===== config.mk =====
export PLATFORM = sky130hd
export DESIGN_NAME = chain_byte_joiner
export DESIGN_NICKNAME = d
export VERILOG_FILES = /design/src/rtl/joiner_pkg.sv /design/src/rtl/jn_chain_ctl.sv /design/src/rtl/jn_pair_lane.sv /design/src/rtl/chain_byte_joiner.sv
export SDC_FILE = /design/constraint.sdc
export NUM_CORES = 1
export LEC_CHECK = 0
export ABC_CLOCK_PERIOD_IN_PS = 3210
export BUFFER_PORTS_ARGS = -buffer_cell sky130_fd_sc_hd__buf_2
export CORE_MARGIN = 3
export CORE_UTILIZATION = 45
export CTS_CLUSTER_SIZE = 10
export DETAILED_ROUTE_END_ITERATION = 8
export GPL_TIMING_DRIVEN = 0
export PLACE_DENSITY_LB_ADDON = 0.05
export SLEW_MARGIN = 5
export SYNTH_ARGS = -nofsm -noshare
export SYNTH_HDL_FRONTEND = slang
export SYNTH_HIERARCHICAL = 1
export SYNTH_SLANG_ARGS = --single-unit

===== constraint.sdc =====
create_clock -name clk -period 3.21 [get_ports clk]
set_input_delay 0.642 -clock clk [delete_from_list [all_inputs] [get_ports clk]]
set_output_delay 0.642 -clock clk [all_outputs]
set_load 0.01 [all_outputs]

===== src/rtl/joiner_pkg.sv =====
package joiner_pkg;
   localparam int unsigned JN_BYTE_W     = 8;
   localparam int unsigned JN_REG_W      = 8;
   localparam int unsigned JN_SEND_BIT   = 3;
   localparam int unsigned JN_RESID_BIT  = 0;
   localparam int unsigned JN_CHAIN_BIT  = 6;

   typedef enum logic [1:0] {
      SRC_FLAG_NONE  = 2'd0,
      SRC_FLAG_SEND  = 2'd1,
      SRC_FLAG_RESID = 2'd2,
      SRC_FLAG_CHAIN = 2'd3
   } status_src_e;

   function automatic status_src_e status_src(input int unsigned bit_idx,
                                              input int unsigned send_bit,
                                              input int unsigned resid_bit,
                                              input int unsigned chain_bit);
      if (bit_idx == send_bit)  return SRC_FLAG_SEND;
      if (bit_idx == resid_bit) return SRC_FLAG_RESID;
      if (bit_idx == chain_bit) return SRC_FLAG_CHAIN;
      return SRC_FLAG_NONE;
   endfunction
endpackage


===== src/rtl/jn_chain_ctl.sv =====
module jn_chain_ctl (
   input  logic clk,
   input  logic rst_n,
   input  logic set_i,
   input  logic clr_i,
   output logic chain_o
);
   logic chain_q;

   always_ff @(posedge clk or negedge rst_n) begin
      if (!rst_n)     chain_q <= 1'b0;
      else if (set_i) chain_q <= 1'b1;
      else if (clr_i) chain_q <= 1'b0;
   end

   assign chain_o = chain_q;

   p_set_wins_r2: assert property (@(posedge clk) disable iff (!rst_n)
      set_i |=> chain_o);
   p_clr_alone_r2: assert property (@(posedge clk) disable iff (!rst_n)
      (clr_i && !set_i) |=> !chain_o);
endmodule


===== src/rtl/jn_pair_lane.sv =====
module jn_pair_lane #(
   parameter int unsigned BYTE_W  = 8,
   parameter bit          OUT_REG = 1'b1,
   localparam int unsigned WORD_W = 2 * BYTE_W
) (
   input  logic              clk,
   input  logic              rst_n,
   input  logic              valid_i,
   input  logic [BYTE_W-1:0] byte_i,
   input  logic              last_i,
   input  logic              wide_i,
   input  logic              chain_i,
   input  logic              flush_i,
   output logic              word_vld_o,
   output logic [WORD_W-1:0] word_o,
   output logic              carry_o
);
   localparam logic [BYTE_W-1:0] PAD = '0;

   logic              pend_q, carry_q;
   logic [BYTE_W-1:0] hold_q;
   logic              pend_d, carry_d;
   logic [BYTE_W-1:0] hold_d;
   logic              out_vld;
   logic [WORD_W-1:0] out_word;

   always_comb begin
      pend_d   = pend_q;
      carry_d  = carry_q;
      hold_d   = hold_q;
      out_vld  = 1'b0;
      out_word = '0;
      if (valid_i) begin
         if (!wide_i) begin
            out_vld  = 1'b1;
            out_word = {PAD, byte_i};
            pend_d   = 1'b0;
            carry_d  = 1'b0;
         end else if (pend_q) begin
            out_vld  = 1'b1;
            out_word = {byte_i, hold_q};
            pend_d   = 1'b0;
            carry_d  = 1'b0;
         end else if (last_i) begin
            if (chain_i) begin
               pend_d  = 1'b1;
               carry_d = 1'b1;
               hold_d  = byte_i;
            end else begin
               out_vld  = 1'b1;
               out_word = {PAD, byte_i};
            end
         end else begin
            pend_d = 1'b1;
            hold_d = byte_i;
         end
      end
      if (flush_i) begin
         pend_d  = 1'b0;
         carry_d = 1'b0;
      end
   end

   always_ff @(posedge clk or negedge rst_n) begin
      if (!rst_n) begin
         pend_q  <= 1'b0;
         carry_q <= 1'b0;
         hold_q  <= '0;
      end else begin
         pend_q  <= pend_d;
         carry_q <= carry_d;
         hold_q  <= hold_d;
      end
   end

   assign carry_o = carry_q;

   generate
      if (OUT_REG) begin : g_out_reg
         logic              vld_q;
         logic [WORD_W-1:0] word_q;
         always_ff @(posedge clk or negedge rst_n) begin
            if (!rst_n) begin
               vld_q  <= 1'b0;
               word_q <= '0;
            end else begin
               vld_q  <= out_vld;
               word_q <= out_vld ? out_word : word_q;
            end
         end
         assign word_vld_o = vld_q;
         assign word_o     = word_q;

         p_word_follows_byte_r3: assert property (@(posedge clk) disable iff (!rst_n)
            word_vld_o |-> $past(valid_i));
         p_narrow_pad_r9: assert property (@(posedge clk) disable iff (!rst_n)
            (word_vld_o && $past(!wide_i)) |-> (word_o[WORD_W-1:BYTE_W] == PAD));
      end else begin : g_out_comb
         assign word_vld_o = out_vld;
         assign word_o     = out_word;
      end
   endgenerate

   p_carry_needs_chain_r5: assert property (@(posedge clk) disable iff (!rst_n)
      $rose(carry_o) |-> $past(valid_i && last_i && chain_i && wide_i));
   p_carry_dropped_r7: assert property (@(posedge clk) disable iff (!rst_n)
      flush_i |=> !carry_o);
endmodule


===== src/rtl/chain_byte_joiner.sv =====
module chain_byte_joiner
   import joiner_pkg::*;
#(
   parameter int unsigned BYTE_W    = JN_BYTE_W,
   parameter int unsigned REG_W     = JN_REG_W,
   parameter int unsigned SEND_BIT  = JN_SEND_BIT,
   parameter int unsigned RESID_BIT = JN_RESID_BIT,
   parameter int unsigned CHAIN_BIT = JN_CHAIN_BIT,
   parameter bit          OUT_REG   = 1'b1,
   localparam int unsigned WORD_W   = 2 * BYTE_W
) (
   input  logic              clk,
   input  logic              rst_n,
   input  logic              chain_set_i,
   input  logic              chain_clr_i,
   input  logic              wide_i,
   input  logic              snd_vld_i,
   input  logic [BYTE_W-1:0] snd_byte_i,
   input  logic              snd_last_i,
   output logic              snd_word_vld_o,
   output logic [WORD_W-1:0] snd_word_o,
   input  logic              rcv_vld_i,
   input  logic [BYTE_W-1:0] rcv_byte_i,
   input  logic              rcv_last_i,
   output logic              rcv_word_vld_o,
   output logic [WORD_W-1:0] rcv_word_o,
   input  logic              reg_wr_i,
   input  logic [REG_W-1:0]  reg_wdata_i,
   output logic [REG_W-1:0]  status_o
);
   generate
      if (BYTE_W < 2) begin : g_bad_byte
         $error("BYTE_W must be at least 2");
      end
      if (SEND_BIT >= REG_W || RESID_BIT >= REG_W || CHAIN_BIT >= REG_W) begin : g_bad_pos
         $error("status bit positions must fit in REG_W");
      end
      if (SEND_BIT == RESID_BIT || SEND_BIT == CHAIN_BIT || RESID_BIT == CHAIN_BIT) begin : g_dup_pos
         $error("status bit positions must be distinct");
      end
   endgenerate

   logic chain;
   logic snd_carry, rcv_carry;
   logic wr_clear;
   logic snd_flush;
   logic unused_wdata;

   assign wr_clear     = reg_wr_i & reg_wdata_i[SEND_BIT];
   assign unused_wdata = ^reg_wdata_i;
   assign snd_flush    = wr_clear | rcv_vld_i;

   jn_chain_ctl u_chain (
      .clk     (clk),
      .rst_n   (rst_n),
      .set_i   (chain_set_i),
      .clr_i   (chain_clr_i),
      .chain_o (chain)
   );

   jn_pair_lane #(.BYTE_W(BYTE_W), .OUT_REG(OUT_REG)) u_snd_lane (
      .clk        (clk),
      .rst_n      (rst_n),
      .valid_i    (snd_vld_i),
      .byte_i     (snd_byte_i),
      .last_i     (snd_last_i),
      .wide_i     (wide_i),
      .chain_i    (chain),
      .flush_i    (snd_flush),
      .word_vld_o (snd_word_vld_o),
      .word_o     (snd_word_o),
      .carry_o    (snd_carry)
   );

   jn_pair_lane #(.BYTE_W(BYTE_W), .OUT_REG(OUT_REG)) u_rcv_lane (
      .clk        (clk),
      .rst_n      (rst_n),
      .valid_i    (rcv_vld_i),
      .byte_i     (rcv_byte_i),
      .last_i     (rcv_last_i),
      .wide_i     (wide_i),
      .chain_i    (chain),
      .flush_i    (1'b0),
      .word_vld_o (rcv_word_vld_o),
      .word_o     (rcv_word_o),
      .carry_o    (rcv_carry)
   );

   generate
      for (genvar b = 0; b < REG_W; b++) begin : g_status
         localparam status_src_e SRC = status_src(b, SEND_BIT, RESID_BIT, CHAIN_BIT);
         if (SRC == SRC_FLAG_SEND) begin : g_send
            assign status_o[b] = snd_carry;
         end else if (SRC == SRC_FLAG_RESID) begin : g_resid
            assign status_o[b] = rcv_carry;
         end else if (SRC == SRC_FLAG_CHAIN) begin : g_chain
            assign status_o[b] = chain;
         end else begin : g_zero
            assign status_o[b] = 1'b0;
         end
      end
   endgenerate

   p_rcv_clears_send_r8: assert property (@(posedge clk) disable iff (!rst_n)
      rcv_vld_i |=> !status_o[SEND_BIT]);
   p_wr_clears_send_r7: assert property (@(posedge clk) disable iff (!rst_n)
      (reg_wr_i && reg_wdata_i[SEND_BIT]) |=> !status_o[SEND_BIT]);
   p_send_flag_source_r5: assert property (@(posedge clk) disable iff (!rst_n)
      $rose(status_o[SEND_BIT]) |-> $past(snd_vld_i && snd_last_i && status_o[CHAIN_BIT]));
   p_resid_flag_source_r10: assert property (@(posedge clk) disable iff (!rst_n)
      $rose(status_o[RESID_BIT]) |-> $past(rcv_vld_i && rcv_last_i && status_o[CHAIN_BIT]));
endmodule


==> impl_metrics.csv <==
group,metric,value,unit
sta,maxSlewHeadroom,0.543,
pwr,p_int,1150,uW
setup_path,critPathMaxFanout,8,
synth,yosysUniqueCellTypes,24,
pwr,fin_total_pwr,1610,uW
floorplanning,start_util,0.483,
sta,fmax,0.584,GHz
drt,wl,5.84,mm
final_layout,drive_gt1_frac,0.413,
pwr,cellLeakagePower,0.00151,uW
floorplanning,die_h,81.4,um
outcome,status,"finished clean",
drt,dr.pass1.iters,4,
drt,drt_iter0_markers,134,
global_route,grt_usage,0.194,
placed_design,dp_cells,374,
global_route,grt_max_degree,56,
setup_path,required,2.57,ns
floorplanning,rows,26,
placed_design,gp_congestion,0.820,
drt,ant_nets,0,
drt,wl_per_cell,15.3,um
pwr,clkPwrFrac,0.261,
clock_network,cts_setup_buffers,0,
global_route,antenna_found_initial,0,
setup_path,path_cells,"buf_4 > buf_2",
final_layout,final_util,0.583,
pwr,power.switching,458,uW
clock_network,clock_latency,0.31,ns
drt,route.detailed.drc,0,
clock_network,holdBufCountCts,0,
floorplanning,dieArea,0.00663,sq mm
final_layout,final-seq-area,0.00138,sq mm
sta,setup_viol,0,
drt,vias,1984,
sta,timing.setup.tns,0,ns
pwr,combPwrFrac,0.214,
setup_path,path_class,"register to output port",
final_layout,nets,345,
drt,viasPerCell,5.19,
final_layout,syn_to_final_growth,20.8,%
clock_network,cts_resized,0,
final_layout,stdcell_area,0.00309,sq mm
placed_design,hpwl,4.04,mm
pwr,peakVddDrop,0.000291,V
final_layout,final_common_cell,"buf_2",
global_route,grt_pass1_wl,9.71,mm
pwr,power.share.sequential,0.525,
global_route,grt_overflow,0,
synth,ys_ff_latch,55,
sta,drv_slew,0,
floorplanning,die-width,81.4,um
clock_network,numCtsBuffers,5,
clock_network,cts_tree,"built",
setup_path,crit_slowest_cell,"dfrtp_1",
final_layout,layout_common_cells,"buf_2 (68), dfrtp_1 (55), inv_1 (35), nor2_1 (18), a31oi_1 (18)",
global_route,grt_pass1_vias,1920,
setup_path,critPathLaunchType,"register",
synth,ys_seq_area_frac,0.538,
synth,synth_area_per_cell,10.9,sq um
setup_path,arrival,1.07,ns
clock_network,clock-root-buffer,"clkbuf_8",
floorplanning,coreArea,0.00530,sq mm
synth,ys_warn_count,6,
hold_path,hp-class,"input pin to asynchronous set/reset pin",
clock_network,path_clk_slew,0.09,ns
sta,rsz0062_at_grt,"no",
synth,syn_area,0.00256,sq mm
pwr,sw_frac_of_total,0.284,
pwr,power.density,522,mW/mm^2
final_layout,multiInputGateArea,940,sq um
sta,hold_viol_final,0,
final_layout,insertedDiodeCount,0,
placed_design,dpl_cell_area,0.00299,sq mm
placed_design,portBuffers,63,
job,max-cap-violations,0,
clock_network,htreeDepth,2,
floorplanning,pin_count,76,
setup_path,end_kind,"output port",
final_layout,fill_cells,491,
clock_network,clock_path_buffers,2,
sta,skew,0.00698,ns
clock_network,cts.sinks,55,
final_layout,stdcell_count,382,
setup_path,slowest_delay,0.48,ns
sta,worstMarginPinSlew,0.686,ns
synth,syn_inst,235,
setup_path,rrSetupSlack,1.74,ns
sta,post-route-period-util,0.533,
sta,post-route-min-period,1.71,ns
[through the flow]
| step | hold slack, ns | setup slack [ns] |
|---|---|---|
| 2_1_floorplan | 0.346 | 1.70 |
| 3_3_place_gp | 0.486 | 1.39 |
| 3_5_place_dp | 0.493 | 1.37 |
| 4_1_cts | 0.514 | 1.48 |
| 6_report | 0.376 | 1.50 |
| 5_1_grt | 0.410 | 1.41 |
[power groups by stage]
| stage | sequential (uW) | combinational [uW] | clock [uW] |
|---|---|---|---|
| 4_1_cts | 847 | 348 | 434 |
| 3_3_place_gp | 857 | 341 | 0 |
| 3_5_place_dp | 861 | 347 | 0 |
| 6_report | 847 | 345 | 421 |
| 2_1_floorplan | 877 | 194 | 0 |
| 5_1_grt | 865 | 386 | 468 |
[cell usage after synthesis]
master,n,area [sq um]
buf_6,2,22.5
nand4_1,16,100
a21o_1,2,15.0
buf_1,2,7.51
nor2_1,18,67.6
inv_1,35,131
conb_1,1,3.75
and2b_4,2,20.0
o21ai_2,2,17.5
a31oi_1,18,113
nor3_1,4,20.0
nand2b_1,2,12.5
nand3_4,2,35.0
o221a_2,16,180
buf_4,10,75.1
buf_2,6,30.0
o21ai_0,16,80.1
and2b_1,2,15.0
and2_1,2,12.5
mux2_2,16,180
dfrtp_1,55,1380
nand2_1,2,7.51
a21boi_2,2,22.5
nor3b_1,2,15.0
[kinds of logic (layout without fill, tap and decap cells)]
kind of cell    count (synthesis)  after routing  share of synthesized area
buf+inv                        55            126                      0.104
flops                          55             55                      0.538
mux                            16             16                     0.0704
other cells                     1              7                    0.00146
simple gates                   52             52                      0.119
compound gates                 56             56                      0.167
[registers in the layout, summed over array words and instances (netlist names)]
| signal | count |
|---|---|
| u_rcv_lane/word_o | 16 |
| u_snd_lane/word_o | 16 |
| u_rcv_lane/hold_q | 8 |
| u_snd_lane/hold_q | 8 |
| u_chain/chain_o | 1 |
| u_rcv_lane/carry_o | 1 |
| u_rcv_lane/pend_q | 1 |
| u_rcv_lane/word_vld_o | 1 |
| u_snd_lane/carry_o | 1 |
| u_snd_lane/pend_q | 1 |
| u_snd_lane/word_vld_o | 1 |
[per-layer routing]
layer	vias up	part of all wire	track usage
met4	0	0.012	0.0591
li1	974	-	-
met1	943	0.49	0.295
met5	-	0	0
met3	8	0.066	0.0362
met2	59	0.43	0.281
[final cells by class]
cell class              instances  share of cell area
flip-flops and latches         55               0.445
inverters                      35              0.0425
clock buffers                   7              0.0312
clock inverters                 1             0.00243
repair buffers                 63               0.103
well taps                      70              0.0283
plain buffers                  20              0.0437
multi-input cells             131               0.304
[critical path, delay by kind of cell, from the launching register on]
family	cells	cell delay, ns
flip-flops	1	0.48
buffers and inverters	2	0.30
[path summary, 6_finish.rpt]
kind,endpoint,start,cells past startpoint
setup / recovery,status_o[6],u_chain/chain_o,2
hold / removal,u_rcv_lane/word_o[4],rst_n,1
setup reg to reg,u_rcv_lane/word_o[11],u_chain/chain_o,3
hold reg to reg,u_snd_lane/hold_q[6],u_snd_lane/hold_q[6],1
max in group asynchronous,u_snd_lane/word_o[12],rst_n,1
min in group clk,u_snd_lane/hold_q[6],u_snd_lane/hold_q[6],1
Power figures use the tool's default switching activity.
